--- src/rtl/xpm_pkg.sv ---
package xpm_pkg;
  typedef enum logic [2:0] {
    PH_IDLE,
    PH_PRE,
    PH_COL,
    PH_ROW,
    PH_SAMP
  } phase_t;
endpackage

--- src/rtl/xpm_code_table.sv ---
module xpm_code_table #(
  parameter int N  = 8,
  parameter int W  = 5,
  parameter int K  = 2,
  parameter int IW = 3
) (
  input  logic         clk,
  input  logic         rst_n,
  input  logic         ld_en,
  input  logic [IW-1:0] ld_idx,
  input  logic [W-1:0] ld_code,
  input  logic [W-1:0] q_code,
  output logic [N-1:0] match,
  output logic         dup
);
  logic [N-1:0][W-1:0] code_q;
  logic [N-1:0]        used_q;
  logic                q_ok;

  assign q_ok = ($countones(q_code) == K);

  for (genvar i = 0; i < N; i++) begin : g_ent
    logic hit_ld;
    assign hit_ld = ld_en && (ld_idx == IW'(i));
    always_ff @(posedge clk or negedge rst_n) begin
      if (!rst_n) begin
        code_q[i] <= '0;
        used_q[i] <= 1'b0;
      end else if (hit_ld) begin
        code_q[i] <= ld_code;
        used_q[i] <= 1'b1;
      end
    end
    assign match[i] = used_q[i] && q_ok && (code_q[i] == q_code);
  end

  always_comb begin
    dup = 1'b0;
    for (int i = 0; i < N; i++) begin
      for (int j = i + 1; j < N; j++) begin
        if (used_q[i] && used_q[j] && (code_q[i] == code_q[j])) dup = 1'b1;
      end
    end
  end
endmodule

--- src/rtl/xpm_cell_array.sv ---
module xpm_cell_array #(
  parameter int NROW = 8,
  parameter int NCOL = 8
) (
  input  logic                       clk,
  input  logic                       rst_n,
  input  logic                       wr_fire,
  input  logic                       wr_val,
  input  logic [NROW-1:0]            row_match,
  input  logic [NCOL-1:0]            col_match,
  input  logic [NCOL-1:0]            col_line,
  output logic [NROW-1:0]            row_pull,
  output logic [NROW-1:0][NCOL-1:0]  cells
);
  logic [NROW-1:0][NCOL-1:0] cells_d;
  logic                      cells_en;

  assign cells_en = wr_fire;

  always_comb begin
    cells_d = cells;
    for (int r = 0; r < NROW; r++) begin
      for (int c = 0; c < NCOL; c++) begin
        if (row_match[r] && col_match[c]) cells_d[r][c] = wr_val;
      end
    end
  end

  always_ff @(posedge clk or negedge rst_n) begin
    if (!rst_n) cells <= '0;
    else if (cells_en) cells <= cells_d;
  end

  for (genvar r = 0; r < NROW; r++) begin : g_pull
    assign row_pull[r] = |(cells[r] & col_line);
  end
endmodule

--- src/rtl/xpm_read_seq.sv ---
module xpm_read_seq
  import xpm_pkg::*;
#(
  parameter int NROW   = 8,
  parameter int NCOL   = 8,
  parameter int CODE_W = 5,
  parameter int K_HOT  = 2
) (
  input  logic              clk,
  input  logic              rst_n,
  input  logic              start,
  input  logic [CODE_W-1:0] row_code_in,
  input  logic [CODE_W-1:0] col_code_in,
  input  logic [NCOL-1:0]   col_match,
  input  logic [NROW-1:0]   row_match,
  input  logic [NROW-1:0]   row_pull,
  output logic              idle,
  output logic              busy,
  output logic [CODE_W-1:0] cap_row_code,
  output logic [CODE_W-1:0] cap_col_code,
  output logic [NCOL-1:0]   col_line,
  output logic              valid,
  output logic              data,
  output logic              bad
);
  phase_t            st_q, st_d;
  logic [NROW-1:0]   row_line_q, row_line_d;
  logic [NROW-1:0]   row_sel_q, row_sel_d;
  logic [NCOL-1:0]   col_line_q, col_line_d;
  logic [CODE_W-1:0] cap_row_d, cap_col_d;
  logic              codes_ok;

  always_comb begin
    st_d       = st_q;
    row_line_d = row_line_q;
    row_sel_d  = row_sel_q;
    col_line_d = col_line_q;
    cap_row_d  = cap_row_code;
    cap_col_d  = cap_col_code;
    case (st_q)
      PH_IDLE: begin
        if (start) begin
          cap_row_d = row_code_in;
          cap_col_d = col_code_in;
          st_d      = PH_PRE;
        end
      end
      PH_PRE: begin
        row_line_d = '0;
        row_sel_d  = '0;
        col_line_d = '0;
        st_d       = PH_COL;
      end
      PH_COL: begin
        col_line_d = col_match;
        st_d       = PH_ROW;
      end
      PH_ROW: begin
        row_line_d = row_pull;
        row_sel_d  = row_match;
        st_d       = PH_SAMP;
      end
      PH_SAMP: st_d = PH_IDLE;
      default: st_d = PH_IDLE;
    endcase
  end

  always_ff @(posedge clk or negedge rst_n) begin
    if (!rst_n) begin
      st_q         <= PH_IDLE;
      row_line_q   <= '0;
      row_sel_q    <= '0;
      col_line_q   <= '0;
      cap_row_code <= '0;
      cap_col_code <= '0;
    end else begin
      st_q         <= st_d;
      row_line_q   <= row_line_d;
      row_sel_q    <= row_sel_d;
      col_line_q   <= col_line_d;
      cap_row_code <= cap_row_d;
      cap_col_code <= cap_col_d;
    end
  end

  assign codes_ok = ($countones(cap_row_code) == K_HOT) &&
                    ($countones(cap_col_code) == K_HOT);
  assign idle     = (st_q == PH_IDLE);
  assign busy     = !idle;
  assign col_line = col_line_q;
  assign valid    = (st_q == PH_SAMP);
  assign bad      = valid && !codes_ok;
  assign data     = valid && codes_ok && |(row_line_q & row_sel_q);
endmodule

--- src/rtl/xpm_reader.sv ---
module xpm_reader #(
  parameter int NROW   = 8,
  parameter int NCOL   = 8,
  parameter int CODE_W = 5,
  parameter int K_HOT  = 2,
  localparam int NMAX  = (NROW > NCOL) ? NROW : NCOL,
  localparam int IDX_W = (NMAX > 1) ? $clog2(NMAX) : 1
) (
  input  logic              clk,
  input  logic              rst_n,
  input  logic              cfg_we,
  input  logic              cfg_dim,
  input  logic [IDX_W-1:0]  cfg_idx,
  input  logic [CODE_W-1:0] cfg_code,
  input  logic              wr_en,
  input  logic              wr_val,
  input  logic [CODE_W-1:0] wr_row_code,
  input  logic [CODE_W-1:0] wr_col_code,
  input  logic              rd_start,
  input  logic [CODE_W-1:0] rd_row_code,
  input  logic [CODE_W-1:0] rd_col_code,
  output logic              rd_busy,
  output logic              rd_valid,
  output logic              rd_data,
  output logic              rd_bad,
  output logic              cfg_dup
);
  logic                      rst_s1, rst_sn;
  logic                      seq_idle;
  logic [CODE_W-1:0]         cap_row, cap_col, q_row, q_col;
  logic [NROW-1:0]           row_match, row_pull;
  logic [NCOL-1:0]           col_match, col_line;
  logic                      dup_row, dup_col, wr_fire;
  logic [NROW-1:0][NCOL-1:0] xp_state;

  always_ff @(posedge clk or negedge rst_n) begin
    if (!rst_n) begin
      rst_s1 <= 1'b0;
      rst_sn <= 1'b0;
    end else begin
      rst_s1 <= 1'b1;
      rst_sn <= rst_s1;
    end
  end

  assign q_row   = seq_idle ? wr_row_code : cap_row;
  assign q_col   = seq_idle ? wr_col_code : cap_col;
  assign wr_fire = wr_en && seq_idle && !rd_start;

  xpm_code_table #(.N(NROW), .W(CODE_W), .K(K_HOT), .IW(IDX_W)) u_rtab (
    .clk(clk), .rst_n(rst_sn), .ld_en(cfg_we && !cfg_dim), .ld_idx(cfg_idx),
    .ld_code(cfg_code), .q_code(q_row), .match(row_match), .dup(dup_row)
  );

  xpm_code_table #(.N(NCOL), .W(CODE_W), .K(K_HOT), .IW(IDX_W)) u_ctab (
    .clk(clk), .rst_n(rst_sn), .ld_en(cfg_we && cfg_dim), .ld_idx(cfg_idx),
    .ld_code(cfg_code), .q_code(q_col), .match(col_match), .dup(dup_col)
  );

  xpm_cell_array #(.NROW(NROW), .NCOL(NCOL)) u_arr (
    .clk(clk), .rst_n(rst_sn), .wr_fire(wr_fire), .wr_val(wr_val),
    .row_match(row_match), .col_match(col_match), .col_line(col_line),
    .row_pull(row_pull), .cells(xp_state)
  );

  xpm_read_seq #(.NROW(NROW), .NCOL(NCOL), .CODE_W(CODE_W), .K_HOT(K_HOT)) u_seq (
    .clk(clk), .rst_n(rst_sn), .start(rd_start), .row_code_in(rd_row_code),
    .col_code_in(rd_col_code), .col_match(col_match), .row_match(row_match),
    .row_pull(row_pull), .idle(seq_idle), .busy(rd_busy),
    .cap_row_code(cap_row), .cap_col_code(cap_col), .col_line(col_line),
    .valid(rd_valid), .data(rd_data), .bad(rd_bad)
  );

  assign cfg_dup = dup_row | dup_col;
endmodule

--- config.mk ---
export PLATFORM = sky130hd
export DESIGN_NAME = xpm_reader
export DESIGN_NICKNAME = d
export VERILOG_FILES = /design/src/rtl/xpm_pkg.sv /design/src/rtl/xpm_code_table.sv /design/src/rtl/xpm_cell_array.sv /design/src/rtl/xpm_read_seq.sv /design/src/rtl/xpm_reader.sv
export SDC_FILE = /design/constraint.sdc
export NUM_CORES = 1
export LEC_CHECK = 0
export CAP_MARGIN = 20
export CORE_ASPECT_RATIO = 0.75
export CORE_MARGIN = 4
export CORE_UTILIZATION = 33
export CTS_CLUSTER_SIZE = 20
export DETAILED_ROUTE_END_ITERATION = 7
export DONT_BUFFER_PORTS = 1
export PLACE_DENSITY = 0.57
export SYNTH_ARGS = -nofsm -noshare
export SYNTH_HDL_FRONTEND = slang
export SYNTH_SLANG_ARGS = --single-unit
--- constraint.sdc ---
create_clock -name clk -period 11.53 [get_ports clk]
set_input_delay 2.8825 -clock clk [delete_from_list [all_inputs] [get_ports clk]]
set_output_delay 2.8825 -clock clk [all_outputs]
set_load 0.05 [all_outputs]
; Word level (Yosys, flattened, before mapping)
; Index checks and enable logic that the tools add are counted.
[totals]
reg_bits = 199
input_bits = 35
out_inout_bits = 5
[op_classes]
addsub = 16
eq_ne = 88
mux = 63
n_bitwise = 10
n_reduce_logical = 314
[ops]
columns = cell, count
row1 = $eq A5 B5 Y1, 72
row2 = $logic_and A1 B1 Y1, 232
row3 = $reduce_and A2 Y1, 65
row4 = $add A32 B1 Y32, 4
row5 = $add A32 B32 Y32, 4
row6 = $eq A32 B3 Y1 const B, 4
row7 = $and A8 B8 Y8, 9
row8 = $reduce_or A8 Y1, 9
row9 = $mux W1, 56
row10 = $pmux W8 S2, 3
row11 = $add A1 B1 Y2, 8
row12 = $eq A3 B3 Y1 const B, 5
row13 = $eq A3 B2 Y1 const B, 4
row14 = $pmux W3 S4, 1
row15 = $mux W5, 2
row16 = $eq A3 B1 Y1 const B, 2
row17 = $logic_not A3 Y1, 2
row18 = $logic_not A1 Y1, 4
row19 = $reduce_bool A2 Y1, 2
row20 = $mux W3, 1
row21 = $ne A2 B2 Y1 const B, 1
row22 = $or A1 B1 Y1, 1

; Longest topological paths before layout
; Gate-level depths: netlist (run 1).
[logic_depth]
depth_word = 31
ltp_mapped = 14

; Cells and area by module
; A second synthesis (run 1) with hierarchy kept.
[unflattened]
cells_unflattened = 1321
hier_area_um2 = 14124.8
[by_module_without_submodules]
columns = mod, instances, cells_per_inst, area_each_um2, seq_area_each_um2
row1 = xpm_code_table, 2, 432, 4463.0, 1201.2
row2 = xpm_cell_array, 1, 270, 3264.4, 1601.5
row3 = xpm_read_seq, 1, 169, 1694.1, 925.9
row4 = xpm_reader, 1, 18, 240.2, 50.0

; Worst setup path after synthesis (run 1)
; OpenSTA, ideal clock, no wires.
[synth_path]
kind = input -> register
from = input port wr_col_code[3]
to = register u_arr.cells[61] in the netlist's numbering
t_arrival_ps = 6631
required_ps = 11405
slack_ps = 4774
stages = 13
path_buffers = 1
path_cell_list = or4b_2 clkbuf_1 and2_1 inv_1 ha_1 fa_1 fa_1 nor3b_1 and2_1 o2111ai_1 nor4b_2 nand2_1 mux2_2
[synth_between]
elab_chain_len = 9
[synth_rtl]
columns = element, line
row1 = "start, declared", xpm_reader.sv:18  ; input logic [CODE_W-1:0] wr_col_code,
row2 = $mux W5 (*), xpm_reader.sv:47  ; assign q_col = seq_idle ? wr_col_code : cap_col;
row3 = $add A1 B1 Y2 (implied by the code), xpm_code_table.sv:20  ; assign q_ok = ($countones(q_code) == K);
row4 = $add A32 B32 Y32 (implied by the code), xpm_code_table.sv:20
row5 = $add A32 B1 Y32 (implied by the code), xpm_code_table.sv:20
row6 = $eq A32 B3 Y1, xpm_code_table.sv:20
row7 = $logic_and A1 B1 Y1, xpm_code_table.sv:34  ; assign match[i] = used_q[i] && q_ok && (code_q[i] == q_code);
row8 = $logic_and A1 B1 Y1 (*), xpm_code_table.sv:34
row9 = $logic_and A1 B1 Y1 (*), xpm_cell_array.sv:24  ; if (row_match[r] && col_match[c]) cells_d[r][c] = wr_val;
row10 = $reduce_and A2 Y1 (no line) (*), --
row11 = "end signal, assigned", xpm_cell_array.sv:31  ; else if (cells_en) cells <= cells_d;
row12 = "end, declared", xpm_cell_array.sv:13  ; output logic [NROW-1:0][NCOL-1:0] cells
; Mark *: on every way between the ends. The rest lies on a longest branch, timed or not.
; A chain may end at the register's enable or synchronous reset.

; Final worst setup path (run 1)
[layout_path]
from = input port wr_col_code[3]
to = register u_arr.cells[39] in the netlist's numbering
; Same word-level chain as after synthesis.

==> results of run 1 <==
[registers in the layout, indices dropped and copies added, names as in the netlist]
register / cells
rst_s1: 1
rst_sn: 1
u_arr.cells: 64
u_ctab.code_q: 40
u_ctab.used_q: 8
u_rtab.code_q: 40
u_rtab.used_q: 8
u_seq.cap_col_code: 5
u_seq.cap_row_code: 5
u_seq.col_line: 8
u_seq.row_line_q: 8
u_seq.row_sel_q: 8
u_seq.st_q: 3
[where the power goes]
part	switching, mW	internal, mW	total [mW]	leakage, nW
registers	0.468	0.793	1.26	2.55
logic	0.934	0.680	1.61	3.34
clock network	0.321	0.348	0.669	0.318
total	1.72	1.82	3.54	6.21
[final cells by class]
cell class                 instances  area [sq um]
tap                              569         711.9
multi-input combinational       1065          8553
timing repair buffer              10         72.57
clock buffer                      19         452.9
fill                            4206         27220
clock inverter                    13         196.4
sequential                       199          4984
inverter                          25         96.34
[worst paths after layout]
path,start,endpoint,slack (ps),depth (start not counted)
min reg2reg,rst_sn,u_ctab.code_q[25],160,0
max,wr_col_code[3],u_arr.cells[39],4240,11
min,rst_sn,u_ctab.code_q[25],160,0
max reg2reg,u_seq.st_q[1],u_arr.cells[39],5140,13
max in group asynchronous,rst_n,rst_sn,9350,0
min in group clk,rst_s1,rst_sn,360,0
[routing by layer]
layer	wire, um	GRT usage
met1	21840	0.3033
met2	19410	0.2824
met3	4007	0.04803
met4	580	0.03730
met5	13	0
[metrics by stage]
stage	instance area, sq um	std cells	setup WS [ps]
floorplan	14190	1434	4774
global placement	14400	1865	3728
detailed placement	14410	1867	3901
CTS	15060	1899	4384
global route	15070	1900	4026
finish	15070	1900	4237
[logic make-up (layout without fill, tap and decap cells)]
group | after synthesis | in the layout | share of synthesized area
and+or+nand+nor | 404 | 404 | 0.1739
buffers and inverters | 170 | 67 | 0.04621
other | 1 | 1 | 0.0002643
muxes | 155 | 155 | 0.1250
AOI/OAI and AO/OA | 156 | 156 | 0.07981
DFF | 199 | 199 | 0.3510
xor gates and xnor gates | 333 | 333 | 0.2056
adders and majority gates | 16 | 16 | 0.01834
[worst max-delay path, cell delays in order]
cell and delay, ps:
or4b_2 660, and2_1 250, inv_1 80, ha_1 240
fa_1 400, fa_1 550, nor3b_1 780, o2111ai_1 280
nor3_2 910, nand4_1 240, mux2_1 380
[placed cells by master, fill, tap and decap left out, types with 17 or more instances in the layout]
cell       count
xor2_1       241
dfrtp_1      198
mux2_2       122
nand4_1       95
nand2_1       93
xnor2_1       92
nor4_1        60
a22oi_1       36
o21ai_0       29
nor2b_1       26
mux2_1        25
inv_1         24
or2_2         24
nor2_1        23
clkbuf_16     17
==> metrics.md, run 1 <==
| Metric | Value |
|---|---|
| Synth Register Bits | 199 |
| Routed WL | 45.85 mm |
| # DRC | 0 |
| Full die area | 46410 sq um |
| Slew @ Worst Pin | 1050 ps |
| Largest net degree at the start of global routing | 70 |
| Synth Instances | 1434 |
| Post_cts resized | 0 |
| Clk sink count | 199 |
| DR iter-0 viols | 1235 |
| Data arrival time of the critical path | 7650 ps |
| Total gr overflow | 0 |
| Setup TNS Final | 0 ps |
| Seq/Total Area, Yosys | 0.3510 |
| Wirelength per Cell | 24.13 um |
| CTS clk-pin slew, worst paths | 90 ps |
| Clock Latency Late Sink | 470 ps |
| CORE AREA | 42290 sq um |
| EDFF count, synth | 0 |
| Setup Buffers After CTS | 0 |
| RSZ-0062 raised after global routing | false |
| Final HPWL DP | 32.50 mm |
| Nets | 1369 |
| Initial Util | 0.3355 |
| First-pass GRT wire length | 70.44 mm |
| Async SR Flop Fraction | 1.000 |
| CTS tree | yes |
| Cell row count | 65 |
| Max-slew violations | 0 |
| Cell Area, Synth | 14190 sq um |
| DRT Pass-1 Iters | 5 |
| Peak Freq | 0.1371 GHz |
| Worst rel slew slack | 0.2964 |
| Count of final hold-check violations | 0 |
| Ys Warns | 0 |
| Syn avg cell area | 9.894 sq um |
| Pwr/cell area | 235.2 nW/um^2 |
| Syn_nets | 1485 |
| Number of vias per cell | 5.792 |
| Vias in the first global route | 10750 |
| Clk buf depth | 2 |
| Cell accounting for the most synthesized area | dfrtp_1 |
| Final hold slack | 162.0 ps |
| Final Core Density | 0.3563 |
| Vias | 11000 |
| Die X | 247.4 um |
| Ant diodes | 0 |
| I/O pin cnt | 40 |
| Status | finished clean |
| Total Routing Usage GR | 0.1977 |
| Pleak | 6.215 nW |
| Setup violators final | 0 |
| Pwr Total | 3.544 mW |
| Hold-fix buffers, CTS | 0 |
| CTS Buf Count | 17 |
| Share of layout cells above drive strength 1 | 0.1608 |
| H-tree depth | 4 |
| Layout area overhead | 6.191% |
| Root Driver | clkbuf_16 |
| Area contributors post-synth | dfrtp_1 (35%), xor2_1 (15%), mux2_2 (9.7%) |
| Commonest cells in the netlist | xor2_1 (241), dfrtp_1 (199), mux2_2 (122) |
| GPL Wtd Cong | 0.9015 |
| Unique masters post-synth | 62 |
| HP Class | reg2async |
| Critical Path End Type | flop |
| Max_cap viols | 0 |
| Critical Path Source Type | primary input |
| Port bufs | 0 |
| Fin crit period | 7293 ps |
| Cell with the most instances after synthesis | xor2_1 |
| Fin Clk Skew | 15.67 ps |
| Worst Path Required | 11890 ps |
| Worst-path maximum fanout | 9 |
| WS Path Type | in2reg |
| Top cell type's share of synthesized area | 0.3510 |
| Post-route ant nets | 0 |
| Max IR drop VDD | 0.1118 mV |
| Final Cycle Share | 0.6325 |
| Die Ht | 187.6 um |
| Ys flop type | dfrtp_1 |
| Antenna violations before repair | 1 |
(Power assumes the default switching activity.)
==> run 2, diff against run 1 <==
--- a/config.mk
+++ b/config.mk
@@ -12,7 +12,7 @@
 export CTS_CLUSTER_SIZE = 20
 export DETAILED_ROUTE_END_ITERATION = 7
 export DONT_BUFFER_PORTS = 1
-export PLACE_DENSITY = 0.57
+export PLACE_DENSITY = 0.58
 export SYNTH_ARGS = -nofsm -noshare
 export SYNTH_HDL_FRONTEND = slang
 export SYNTH_SLANG_ARGS = --single-unit
==> constraint.sdc (replaced) <==
create_clock -name clk -period 6.2 [get_ports clk]
set_input_delay 1.55 -clock clk [delete_from_list [all_inputs] [get_ports clk]]
set_output_delay 1.55 -clock clk [all_outputs]
set_load 0.05 [all_outputs]
==> run 2 against run 1 <==
Compared with the run above:
- first-iteration DRC count down 0.57%
- global-route usage down 0.17 points
- hold slack better by 200 ps
- sequential power up 86%
- core utilization up 0.092 points
- critical path type is now reg2out
- critical endpoint is now rd_data
==> metrics.md, run 2 (synthesis results as in run 1) <==
| Metric | Value |
|---|---|
| Crit path launch | u_seq.cap_row_code[2] |
| Crit path cell chain | ha_1 -> fa_1 -> fa_1 -> nand4b_1 -> nor3_1 -> and3_1 |
| Final Core Density | 0.3572 |
| Setup TNS Final | 0 ps |
| Largest net degree at the start of global routing | 76 |
| Worst-path maximum fanout | 10 |
| Final Non-Filler Cells | 1910 |
| Worst rel slew slack | 0.3643 |
| Max-slew violations | 0 |
| Post_cts resized | 0 |
| Slew @ Worst Pin | 953.5 ps |
| Largest registers | u_arr.cells (64), u_ctab.code_q (40), u_rtab.code_q (40) |
| Slowest-stage cell, CP | fa_1 |
| Fin Clk Skew | 16.48 ps |
| Total gr overflow | 0 |
| Die X | 247.4 um |
| I/O pin cnt | 40 |
| Clock network power share | 0.179 |
| H-tree depth | 4 |
| Final hold slack | 360.8 ps |
| Share of layout cells above drive strength 1 | 0.1657 |
| Max IR drop VDD | 0.2162 mV |
| Post-route ant nets | 0 |
| Fin crit period | 5499 ps |
| Layout area overhead | 6.464% |
| Total Routing Usage GR | 0.1960 |
| GPL Wtd Cong | 0.9316 |
| Peak Freq | 0.1818 GHz |
| DP Area | 14490 sq um |
| Worst Path Required | 4650 ps |
| Hold Path Origin | rst_s1 |
| Post-route cell area | 15110 sq um |
| Status | finished clean |
| HP Class | reg2reg |
| Die Ht | 187.6 um |
| Vias | 11020 |
| CORE AREA | 42290 sq um |
| Clock Latency Late Sink | 470 ps |
| CTS clk-pin slew, worst paths | 80 ps |
| Setup Buffers After CTS | 0 |
| Nets | 1378 |
| Pleak | 6.238 nW |
| Final Cycle Share | 0.8870 |
| Number of vias per cell | 5.770 |
| Final HPWL DP | 32.08 mm |
| DRT Pass-1 Iters | 5 |
| Data arrival time of the critical path | 3950 ps |
| Hold-fix buffers, CTS | 0 |
| Wirelength per Cell | 23.98 um |
| Initial Util | 0.3355 |
| Max incr delay on CP | 710 ps |
| RSZ-0062 raised after global routing | false |
| First-pass GRT wire length | 69.68 mm |
| Pwr/cell area | 434.8 nW/um^2 |
| Reg with most FFs | u_arr.cells |
| Clk sink count | 199 |
| Register share of total power | 0.357 |
| CTS tree | yes |
| Internal power | 3.386 mW |
| # DRC | 0 |
| Most frequent cells in the layout | xor2_1 (241), dfrtp_1 (198), mux2_2 (122) |
| DR iter-0 viols | 1228 |
| DP Cell Count | 1877 |
| Count of final hold-check violations | 0 |
| Critical Path Source Type | flop |
| Setup violators final | 0 |
| Max reg flops | 64 |
| Port bufs | 0 |
| Antenna violations before repair | 1 |
| Vias in the first global route | 10750 |
| NetSw | 3.183 mW |
| WS Path Type | reg2out |
| Cell row count | 65 |
| Routed WL | 45.80 mm |
| Root Driver | clkbuf_16 |
| Most common library cell in the layout ignoring fill and taps | xor2_1 |
| CTS Buf Count | 17 |
| Clk buf depth | 2 |
| Worst r2r src | u_seq.st_q[1] |
| Crit path top cell by count | fa_1 |
| Max_cap viols | 0 |
| Switching Share | 0.4846 |
| Full die area | 46410 sq um |
| Comb pwr share | 0.465 |
| Filler cell count in the final layout | 4249 |
| Critical Path End Type | primary output |
[run 2: cell count changes in the layout (fill, tap and decap cells not counted), sizes merged]
cell      previous run  this run
clkinv               3         6
diode                0         1
clkinvlp             0         1
bufinv               2         1
inv                 33        31
clkbuf              19        18
buf                 10        19
[run 2: power groups by stage]
stage / clock network, mW / registers [mW] / logic, mW
global placement: 0 / 2.33 / 2.93
detailed placement: 0 / 2.34 / 3.02
floorplan: 0 / 1.61 / 2.83
finish: 1.17 / 2.34 / 3.05
global route: 1.24 / 2.37 / 3.37
CTS: 1.19 / 2.31 / 3.04
[run 2: worst paths after layout]
check	end	slack, ps	depth (start not counted)
worst max-delay path	rd_data	700	6
worst min-delay path	rst_sn	360	0
worst max register to register	u_arr.cells[10]	1060	14
worst min register to register	rst_sn	360	0
max in group asynchronous	u_seq.row_line_q[7]	4340	1
min in group asynchronous	u_ctab.used_q[3]	400	0
[run 2: worst max-delay path: cells and delay by family (launching register included)]
family | cells | cell delay, ps
flops | 1 | 690
fa+ha+maj | 3 | 1440
simple gates | 3 | 1350
[run 2: cell type report]
cell class	count	area [sq um]	area share
multi-input combinational	1065	8553	0.5662
sequential	199	4984	0.3299
tap	569	711.9	0.04713
clock buffer	18	429.2	0.02841
clock inverter	14	182.7	0.01209
timing repair buffer	19	146.4	0.009691
inverter	25	96.34	0.006378
antenna	1	2.502	0.0001657
[run 2: layer usage]
| metal | vias up | global-route usage | wire, um |
|---|---|---|---|
| li1 | 4838 | - | - |
| met1 | 5627 | 0.2931 | 21280 |
| met2 | 497 | 0.2851 | 19420 |
| met3 | 57 | 0.05818 | 4517 |
| met4 | 2 | 0.02841 | 568 |
| met5 | - | 0 | 13 |
[run 2: through the flow]
step | total power, mW | setup WS, ps
after global placement | 5.261 | 705.3
after detailed placement | 5.361 | 688.5
after CTS | 6.545 | 606.2
final | 6.568 | 700.6
after floorplan | 4.437 | 244.0
after global routing | 6.981 | 407.8
